`config.mk`:
```
export PLATFORM = sky130hd
export DESIGN_NAME = port_event_decoder
export DESIGN_NICKNAME = d
export VERILOG_FILES = /design/src/rtl/ped_pkg.sv /design/src/rtl/ped_flag_bank.sv /design/src/rtl/ped_resolver.sv /design/src/rtl/ped_chan_service.sv /design/src/rtl/port_event_decoder.sv
export SDC_FILE = /design/constraint.sdc
export NUM_CORES = 1
export LEC_CHECK = 0
export ABC_AREA = 1
export BUFFER_PORTS_ARGS = -buffer_cell sky130_fd_sc_hd__buf_4
export CORE_MARGIN = 4
export CORE_UTILIZATION = 50
export DETAILED_ROUTE_END_ITERATION = 12
export PLACE_DENSITY_LB_ADDON = 0.12
export SYNTH_ARGS = -nofsm -noshare
export SYNTH_HDL_FRONTEND = slang
export SYNTH_SLANG_ARGS = --single-unit
```
`constraint.sdc`:
```
create_clock -name clk -period 2.3 [get_ports clk]
set_clock_uncertainty 0.05 [all_clocks]
set_input_delay 0.115 -clock clk [delete_from_list [all_inputs] [get_ports clk]]
set_output_delay 0.115 -clock clk [all_outputs]
set_load 0.02 [all_outputs]
```
`src/rtl/ped_pkg.sv`:
```
package ped_pkg;

    typedef enum logic [2:0] {
        EV_NONE       = 3'd0,
        EV_ENABLED    = 3'd1,
        EV_DISABLED   = 3'd2,
        EV_CONN       = 3'd3,
        EV_DISCONN    = 3'd4,
        EV_OVRCUR     = 3'd5,
        EV_OVRCUR_CLR = 3'd6,
        EV_CHAN       = 3'd7
    } evt_e;

    typedef struct packed {
        logic disc;
        logic psum;
        logic csum;
        logic conn;
        logic en;
        logic oc;
    } pend_t;

    typedef struct packed {
        logic clr_core;
        logic clr_port;
        logic clr_csum;
        logic take_lock;
        logic take_chan;
    } ctl_t;

endpackage

```
`src/rtl/ped_flag_bank.sv`:
```
module ped_flag_bank
    import ped_pkg::*;
(
    input  logic  clk,
    input  logic  rst_n,
    input  logic  soft_rst,
    input  logic  disc_in,
    input  logic  conn_chg_in,
    input  logic  en_chg_in,
    input  logic  oc_chg_in,
    input  logic  chan_sum_in,
    input  ctl_t  ctl,
    output pend_t pend,
    output logic  mask_port,
    output logic  mask_disc
);

    typedef struct packed {
        pend_t p;
        logic  mport;
        logic  mdisc;
    } fb_state_t;

    fb_state_t st_d, st_q;

    always_comb begin
        st_d = st_q;
        if (soft_rst) begin
            st_d.mport = 1'b0;
            st_d.mdisc = 1'b0;
        end else begin
            if (ctl.clr_core) begin
                st_d.p.disc = 1'b0;
                st_d.p.psum = 1'b0;
            end
            if (ctl.clr_port) begin
                st_d.p.conn = 1'b0;
                st_d.p.en   = 1'b0;
                st_d.p.oc   = 1'b0;
            end
            if (ctl.clr_csum) begin
                st_d.p.csum = 1'b0;
            end
            if (ctl.take_lock) begin
                st_d.mport = 1'b1;
                st_d.mdisc = 1'b1;
            end
        end
        // new arrivals win over the clear of the same cycle
        if (disc_in && !st_q.mdisc) st_d.p.disc = 1'b1;
        if (conn_chg_in)            st_d.p.conn = 1'b1;
        if (en_chg_in)              st_d.p.en   = 1'b1;
        if (oc_chg_in)              st_d.p.oc   = 1'b1;
        if ((conn_chg_in || en_chg_in || oc_chg_in) && !st_q.mport)
            st_d.p.psum = 1'b1;
        if (chan_sum_in)            st_d.p.csum = 1'b1;
    end

    always_ff @(posedge clk or negedge rst_n) begin
        if (!rst_n) st_q <= '0;
        else        st_q <= st_d;
    end

    assign pend      = st_q.p;
    assign mask_port = st_q.mport;
    assign mask_disc = st_q.mdisc;

    // a masked disconnect source never raises a fresh pending disconnect
    a_r6_masked_disc_quiet: assert property (@(posedge clk) disable iff (!rst_n)
        (mask_disc && !pend.disc && !soft_rst) |=> !pend.disc);

endmodule

```
`src/rtl/ped_resolver.sv`:
```
module ped_resolver
    import ped_pkg::*;
(
    input  logic  eval,
    input  pend_t pend,
    input  logic  lock,
    input  logic  port_en_lvl,
    input  logic  port_oc_lvl,
    output evt_e  code,
    output ctl_t  ctl
);

    always_comb begin
        code = EV_NONE;
        ctl  = '0;
        if (eval) begin
            ctl.clr_core = 1'b1;
            ctl.clr_port = pend.psum;
            if (pend.disc) begin
                code          = EV_DISCONN;
                ctl.take_lock = 1'b1;
            end else if (pend.psum && pend.oc) begin
                code = port_oc_lvl ? EV_OVRCUR : EV_OVRCUR_CLR;
            end else if (pend.psum && pend.en) begin
                code = port_en_lvl ? EV_ENABLED : EV_DISABLED;
            end else if (pend.psum && pend.conn && !lock) begin
                code          = EV_CONN;
                ctl.take_lock = 1'b1;
            end
            if (code == EV_NONE && pend.csum) begin
                code          = EV_CHAN;
                ctl.take_chan = 1'b1;
                ctl.clr_csum  = 1'b1;
            end
        end
    end

endmodule

```
`src/rtl/ped_chan_service.sv`:
```
module ped_chan_service #(
    parameter int NUM_CH = 8,
    localparam int IDX_W = (NUM_CH > 1) ? $clog2(NUM_CH) : 1
) (
    input  logic              clk,
    input  logic              rst_n,
    input  logic              soft_rst,
    input  logic              load,
    input  logic [NUM_CH-1:0] load_vec,
    input  logic              req,
    output logic [NUM_CH-1:0] mask,
    output logic              svc_valid,
    output logic [IDX_W-1:0]  svc_idx,
    output logic              svc_none
);

    typedef struct packed {
        logic [NUM_CH-1:0] mask;
        logic              sv;
        logic [IDX_W-1:0]  idx;
        logic              none;
    } cs_state_t;

    cs_state_t st_d, st_q;
    logic [IDX_W-1:0] lowest;

    always_comb begin
        lowest = '0;
        for (int i = NUM_CH - 1; i >= 0; i--) begin
            if (st_q.mask[i]) lowest = IDX_W'(i);
        end
    end

    always_comb begin
        st_d      = st_q;
        st_d.sv   = 1'b0;
        st_d.none = 1'b0;
        if (soft_rst) begin
            st_d.mask = '0;
        end else begin
            if (req) begin
                if (|st_q.mask) begin
                    st_d.sv           = 1'b1;
                    st_d.idx          = lowest;
                    st_d.mask[lowest] = 1'b0;
                end else begin
                    st_d.none = 1'b1;
                end
            end
            if (load) st_d.mask = load_vec;
        end
    end

    always_ff @(posedge clk or negedge rst_n) begin
        if (!rst_n) st_q <= '0;
        else        st_q <= st_d;
    end

    assign mask      = st_q.mask;
    assign svc_valid = st_q.sv;
    assign svc_idx   = st_q.idx;
    assign svc_none  = st_q.none;

    // a served request and an empty answer never coincide
    a_r9_svc_exclusive: assert property (@(posedge clk) disable iff (!rst_n)
        !(svc_valid && svc_none));
    // a returned channel is gone from the mask unless a reload happened
    a_r9_svc_bit_cleared: assert property (@(posedge clk) disable iff (!rst_n)
        (svc_valid && !$past(load)) |-> !mask[svc_idx]);
    // every answer follows a request
    a_r9_svc_follows_req: assert property (@(posedge clk) disable iff (!rst_n)
        (svc_valid || svc_none) |-> $past(req));

endmodule

```
`src/rtl/port_event_decoder.sv`:
```
module port_event_decoder
    import ped_pkg::*;
#(
    parameter int NUM_CH = 8,
    localparam int IDX_W = (NUM_CH > 1) ? $clog2(NUM_CH) : 1
) (
    input  logic              clk,
    input  logic              rst_n,
    input  logic              soft_rst,
    input  logic              eval,
    input  logic              disc_in,
    input  logic              conn_chg_in,
    input  logic              en_chg_in,
    input  logic              oc_chg_in,
    input  logic              chan_sum_in,
    input  logic              port_en_lvl,
    input  logic              port_oc_lvl,
    input  logic [NUM_CH-1:0] chan_pend,
    input  logic              svc_req,
    output logic              evt_valid,
    output logic [2:0]        evt_code,
    output logic              irq,
    output logic [NUM_CH-1:0] chan_mask,
    output logic              svc_valid,
    output logic [IDX_W-1:0]  svc_idx,
    output logic              svc_none
);

    typedef struct packed {
        logic lock;
        logic ev_v;
        evt_e ev_c;
    } top_state_t;

    top_state_t st_d, st_q;
    pend_t      pend;
    ctl_t       ctl;
    evt_e       code;
    logic       mask_port, mask_disc;
    logic       eval_ok, req_ok;

    assign eval_ok = eval && !soft_rst;
    assign req_ok  = svc_req && !soft_rst;

    ped_flag_bank u_flags (
        .clk         (clk),
        .rst_n       (rst_n),
        .soft_rst    (soft_rst),
        .disc_in     (disc_in),
        .conn_chg_in (conn_chg_in),
        .en_chg_in   (en_chg_in),
        .oc_chg_in   (oc_chg_in),
        .chan_sum_in (chan_sum_in),
        .ctl         (ctl),
        .pend        (pend),
        .mask_port   (mask_port),
        .mask_disc   (mask_disc)
    );

    ped_resolver u_resolve (
        .eval        (eval_ok),
        .pend        (pend),
        .lock        (st_q.lock),
        .port_en_lvl (port_en_lvl),
        .port_oc_lvl (port_oc_lvl),
        .code        (code),
        .ctl         (ctl)
    );

    ped_chan_service #(.NUM_CH(NUM_CH)) u_svc (
        .clk       (clk),
        .rst_n     (rst_n),
        .soft_rst  (soft_rst),
        .load      (ctl.take_chan),
        .load_vec  (chan_pend),
        .req       (req_ok),
        .mask      (chan_mask),
        .svc_valid (svc_valid),
        .svc_idx   (svc_idx),
        .svc_none  (svc_none)
    );

    always_comb begin
        st_d      = st_q;
        st_d.ev_v = eval_ok;
        st_d.ev_c = eval_ok ? code : EV_NONE;
        if (soft_rst)           st_d.lock = 1'b0;
        else if (ctl.take_lock) st_d.lock = 1'b1;
    end

    always_ff @(posedge clk or negedge rst_n) begin
        if (!rst_n) st_q <= '{lock: 1'b0, ev_v: 1'b0, ev_c: EV_NONE};
        else        st_q <= st_d;
    end

    assign evt_valid = st_q.ev_v;
    assign evt_code  = st_q.ev_c;
    assign irq       = pend.disc || pend.psum || pend.csum;

    // an event strobe only ever follows an accepted eval
    a_r10_valid_after_eval: assert property (@(posedge clk) disable iff (!rst_n)
        evt_valid |-> $past(eval && !soft_rst));
    // no connect is reported from a locked state
    a_r5_no_conn_locked: assert property (@(posedge clk) disable iff (!rst_n)
        (evt_valid && evt_code == EV_CONN) |-> !$past(st_q.lock));
    // a held lock keeps both interrupt sources masked
    a_r6_lock_masks: assert property (@(posedge clk) disable iff (!rst_n)
        st_q.lock |-> (mask_port && mask_disc));
    // a channel report captures the vector seen at eval
    a_r8_mask_capture: assert property (@(posedge clk) disable iff (!rst_n)
        (evt_valid && evt_code == EV_CHAN) |-> chan_mask == $past(chan_pend));

endmodule

```
* Yosys cells after proc, flatten, opt, wreduce, memory -nomap -nowiden *
Cells that the tools add are included.

word-level totals
  register bits after elaboration = 26
  memory bits (writable) = 0
  bits of input ports = 20
  output and inout port bits = 18
  bits in latches = 0
  ROM bits = 0
  memories kept = 0

operators by class
  bitwise operators = 3
  div/mod/pow operators = 0
  $lt $le $gt $ge = 2
  $add $sub $neg = 0
  mux-type cells = 45
  shifts and indexed selects = 0
  equality and inequality tests = 6
  reduce and logical (&&, ||, !) cells = 37
  multipliers = 0

operators with widths
  operator                                                                 count
  3-bit 2-to-1 mux                                                         15
  1-bit 2-to-1 mux                                                         16
  8-bit 2-to-1 mux                                                         2
  2-bit AND reduction                                                      7
  2-bit nonzero test                                                       7
  13-bit 2-to-1 mux                                                        1
  12-bit 2-to-1 mux                                                        1
  2-bit 2-to-1 mux                                                         6
  2-bit by 1-bit inequality test with 1-bit output, second input constant  6
  1-bit logical AND                                                        10
  5-bit 2-to-1 mux                                                         2
  8-bit bitwise AND                                                        1
  8-bit NOT                                                                1
  8-bit OR reduction                                                       1
  6-bit 2-to-1 mux                                                         1
  3-bit nonzero test                                                       2
  1-bit zero test                                                          4
  1-bit logical OR                                                         4
  3-bit by 4-bit < comparator with 1-bit output, second input constant     1
  1-bit demux with 3-bit select                                            1
  3-bit by 1-bit >= comparator with 1-bit output, second input constant    1
  3-bit zero test                                                          1
  3-bit AND reduction                                                      1
  1-bit NOT                                                                1

* Longest topological paths before layout *
  word-level depth = 18
  mapped depth = 11
  gate-level depth less buffers = 11

* Hierarchy *
Synthesis repeated with hierarchy kept, for this count alone.

second synthesis, totals
  cell total of the unflattened synthesis = 199
  area, all modules = 1398.8 µm²

by module, submodules not included
  module              area each (µm²)  instances  cells each
  ped_chan_service    737.0            1          108
  ped_flag_bank       289.0            1          33
  port_event_decoder  210.2            1          24
  ped_resolver        162.7            1          34

* Least setup slack after synthesis *
OpenSTA, ideal clock, no wires.

  kind = register to register
  start point = register u_svc.st_q, in the netlist u_svc.mask[2]
  end point = register u_svc.st_q, in the netlist u_svc.mask[3]
  arrival time = 1208 ps
  buffers on the path = 0
  setup slack = 917 ps
  stages on the path, launching flop included = 9
  cells stage by stage = dfrtp_1 inv_1 nand4_4 nor2_2 nor2_2 inv_2 nor2_1 nand3_1 nand3_1

between the ends
  cells in the longest elaborated chain, start to end = 13
  elaborated cells between the ends (all ways) = 17

ends and longest elaborated chain
  element                                                                                                                                       RTL line                text
  from (decl)                                                                                                                                   ped_chan_service.sv:24  cs_state_t st_d, st_q;
  from (signal assigned)                                                                                                                        ped_chan_service.sv:56  else st_q <= st_d;
  3-bit 2-to-1 mux (3 in a row)                                                                                                                 ped_chan_service.sv:30  if (st_q.mask[i]) lowest = IDX_W'(i);
  3-bit by 4-bit < comparator with 1-bit output (not written as such) / 3-bit by 1-bit >= comparator with 1-bit output (equally long branches)  ped_chan_service.sv:45  st_d.mask[lowest] = 1'b0;
  1-bit logical AND (not written as such)                                                                                                       ped_chan_service.sv:45
  1-bit 2-to-1 mux (not written as such)                                                                                                        ped_chan_service.sv:45
  1-bit demux with 3-bit select                                                                                                                 n/a
  8-bit NOT (no source line)                                                                                                                    n/a
  8-bit bitwise AND (no source line)                                                                                                            n/a
  12-bit 2-to-1 mux                                                                                                                             ped_chan_service.sv:42  if (|st_q.mask) begin
  13-bit 2-to-1 mux                                                                                                                             ped_chan_service.sv:41  if (req) begin
  8-bit 2-to-1 mux                                                                                                                              ped_chan_service.sv:50  if (load) st_d.mask = load_vec;
  8-bit 2-to-1 mux                                                                                                                              ped_chan_service.sv:38  if (soft_rst) begin

Several ways; a longest one is shown, not always the timed one. The select of a mux whose other input is x is not followed.
A chain may end at the register's enable or synchronous reset.

* Final worst setup path *
  start point = input port soft_rst
  end point = register u_svc.st_q, in the netlist u_svc.mask[7]

between the ends
  cells in the longest elaborated chain, start to end = 5
  elaborated cells between the ends (all ways) = 9

ends and longest elaborated chain
  element                                                                          RTL line                  text
  from (decl)                                                                      port_event_decoder.sv:9   input logic soft_rst,
  1-bit zero test (*)                                                              port_event_decoder.sv:42  assign eval_ok = eval && !soft_rst;
  1-bit logical AND (*)                                                            port_event_decoder.sv:42
  named net eval_ok                                                                port_event_decoder.sv:40  logic eval_ok, req_ok;
  5-bit 2-to-1 mux (*)                                                             ped_resolver.sv:16        if (eval) begin
  3-bit nonzero test (no source line) / 8-bit 2-to-1 mux (equally long branches)   n/a
  2-bit AND reduction (no source line) / 8-bit 2-to-1 mux (equally long branches)  n/a

Mark *: on every way through the listed nets, which the timed path passes. The rest lies on a longest branch.

==> out/metrics.yaml <==
nFillCells: 178
netlist_area_mm2: 0.00125
powerDensity_mw_per_mm2: 556
grt_pass1_wl_um: 5400
crit_family: "buffers and inverters"
cp-start-kind: "input port"
setup.worst_path.class: "input port to flop"
cts_buffers: 3
cp.arrival_ns: 1.91
hp-class: "input port to flop"
htreeDepth: 1
finalSetupTns_ns: 0
cp_slowest_cell: "dlygate4sd3_1"
clockBufferDepth: 2
hold_violations: 0
gp_congestion: 0.857
endpoint_kind: "flop"
fin_crit_ns: 1.72
p_switching_uw: 298
antenna_found_initial: 0
vias_per_cell: 5.31
insertedDiodeCount: 0
fin_ws_ns: 0.583
swShare_pct: 30.8
ios: 38
drc: 0
area_growth_pct: 38.9
grt_overflow: 0
drt_pass1_iterations: 4
clk_pin_slew_ns: 0.12
cts-root-buf: "clkbuf_4"
coreArea_mm2: 0.00230
p_leak_uw: 0.000902
dp_hpwl_um: 2300
final_core_util_pct: 75.8
die-area_mm2: 0.00337
routed_wl_um: 3140
post-place-ws_ns: 0.704
num_vias: 1248
crit_fanout: 18
final_nets: 228
max_cap_viol_count: 0
worstPathCellList: "dlygate4sd3_1 > buf_4 > inv_1 > nand2_1 > inv_2 > nand4_4 > inv_2 > nand2_1 > nand3_1"
intPower_uw: 670
cp.required_ns: 2.49
rr_startpoint: "u_flags.pend[4]"
drtIter0Drc: 45
rows: 17
ys_seq_elements: 24
setup_violations: 0
postSynthAreaPerCell_um2: 8.25
yosysUniqueCellTypes: 22
start_util_pct: 54.6
rsz0062_at_grt: "false"
die_y_um: 58.1
critPathMaxStageDelay_ns: 0.56
tightestPinTransition_ns: 0.295
p_clk_share_pct: 22.8
cp.buffers_inverters: 5
grt_pass1_vias: 1216
ys_seq_area_share_pct: 47.9
max_freq_ghz: 0.582
grt_max_degree: 25
syn_inst: 152
critPathLaunch: "soft_rst"
p_comb_share_pct: 27.3
seqPwrFrac_pct: 49.9
synthesis.nets: 172
relSlewSlack_pct: 80.3
period_share_pct: 74.7
clk_latency_ns: 0.31
wl_per_cell_um: 13.4
grt_usage_pct: 20.6
drv_slew: 0
ir_drop_mv: 0.464
hold_start: "eval"
drive_gt1_share_pct: 28.0
io_buffers: 37
cts_tree: "built"
clock-sinks: 24
status: "completed"
die_w_um: 58.1
postRouteAntennaNets: 0
yosysWarningCount: 0
[power groups by stage]
stage                     Clock (uW)  Sequential (uW)  Combinational [uW]
after floorplan                    0              522                 107
after global placement             0              491                 241
after detailed placement           0              492                 244
after CTS                        228              484                 264
after global routing             245              488                 288
final                            221              483                 264
[worst paths after layout]
path | end | slack, ns | cells after the start
worst max-delay path | u_svc.mask[7] | 0.58 | 9
worst min-delay path | evt_code[0] | 0.12 | 3
worst max register to register | u_svc.mask[7] | 0.68 | 7
worst min register to register | u_flags.pend[4] | 0.42 | 1
max in group asynchronous | u_flags.pend[2] | 1.79 | 2
min in group asynchronous | u_svc.svc_valid | 0.16 | 2
[flip-flops by register name, summed over array words and instances (netlist names)]
register,flops
u_svc.mask,8
u_flags.pend,6
u_svc.svc_none,1
evt_code,3
evt_valid,1
u_flags.mask_port,1
u_svc.svc_valid,1
u_svc.svc_idx,3
[metal layers]
layer / track usage, % / wire (um) / up-vias
met5: 0 / 0 / -
met4: 7.28 / 61 / 0
met3: 2.45 / 222 / 6
met2: 34.4 / 1490 / 52
met1: 27.4 / 1370 / 582
li1: - / - / 608
[cells in the final DEF, fill, tap and decap left out, drive strengths merged]
cell         synthesis  layout
a21oi                3       3
o21bai               4       4
nand3b               2       2
nand2               38      38
o21ai                6       6
nor3                 3       3
dlygate4sd3          0      15
o211ai               1       1
nand4                2       2
o31ai                1       1
nand3               27      27
dfrtp               24      24
o22ai                1       1
buf                  1      37
inv                 21      21
a31oi                1       1
nor2                17      17
clkbuf               0       4
[synth_stat cells, drive strengths merged]
cell type	count	area (um2)
dfrtp	24	601
o22ai	1	6.26
nor2	17	78.8
o21bai	4	30.0
nand4	2	42.5
o31ai	1	7.51
o211ai	1	7.51
buf	1	11.3
a21oi	3	15.0
nand2	38	148
inv	21	78.8
o21ai	6	41.3
nand3b	2	15.0
a31oi	1	6.26
nand3	27	150
nor3	3	15.0
[what timing repair did]
item                                   CTS  global route
resized for setup                        0             0
endpoints found under the hold margin   38             0
setup buffers                            0             0
hold buffers                            15             0
[cell families after synthesis]
kind of cell | count (synthesis) | synth area share (%)
AND/OR/NAND/NOR | 89 | 35.8
AO/OA/AOI/OAI | 17 | 9.08
buffers and inverters | 22 | 7.19
flip-flops | 24 | 47.9
[stage by stage]
| stage | instance area, um2 | power [uW] | std cells | hold WS [ns] |
|---|---|---|---|---|
| floorplan | 1250 | 629 | 152 | -0.231 |
| global placement | 1560 | 732 | 216 | -0.0261 |
| detailed placement | 1560 | 736 | 216 | -0.0220 |
| CTS | 1740 | 976 | 235 | 0.104 |
| global route | 1740 | 1020 | 235 | 0.108 |
| finish | 1740 | 968 | 235 | 0.117 |
[area by class of cell]
class / instances / area [um2] / share of cell area, %
inverter: 21 / 78.8 / 4.53
clock buffer: 4 / 36.3 / 2.08
sequential: 24 / 601 / 34.5
multi-input combinational: 106 / 563 / 32.3
timing repair buffer: 52 / 428 / 24.6
tap: 28 / 35.0 / 2.01
[worst reg2reg max path, stage by stage (launching register included)]
cell and delay (ns):
dfrtp_1 0.44, nand2_2 0.11, inv_2 0.07, nor2_2 0.18, nand4_4 0.29, inv_2 0.26, nand2_1 0.09, nand3_1 0.09
No activity file was read; power rests on OpenSTA's default activity.
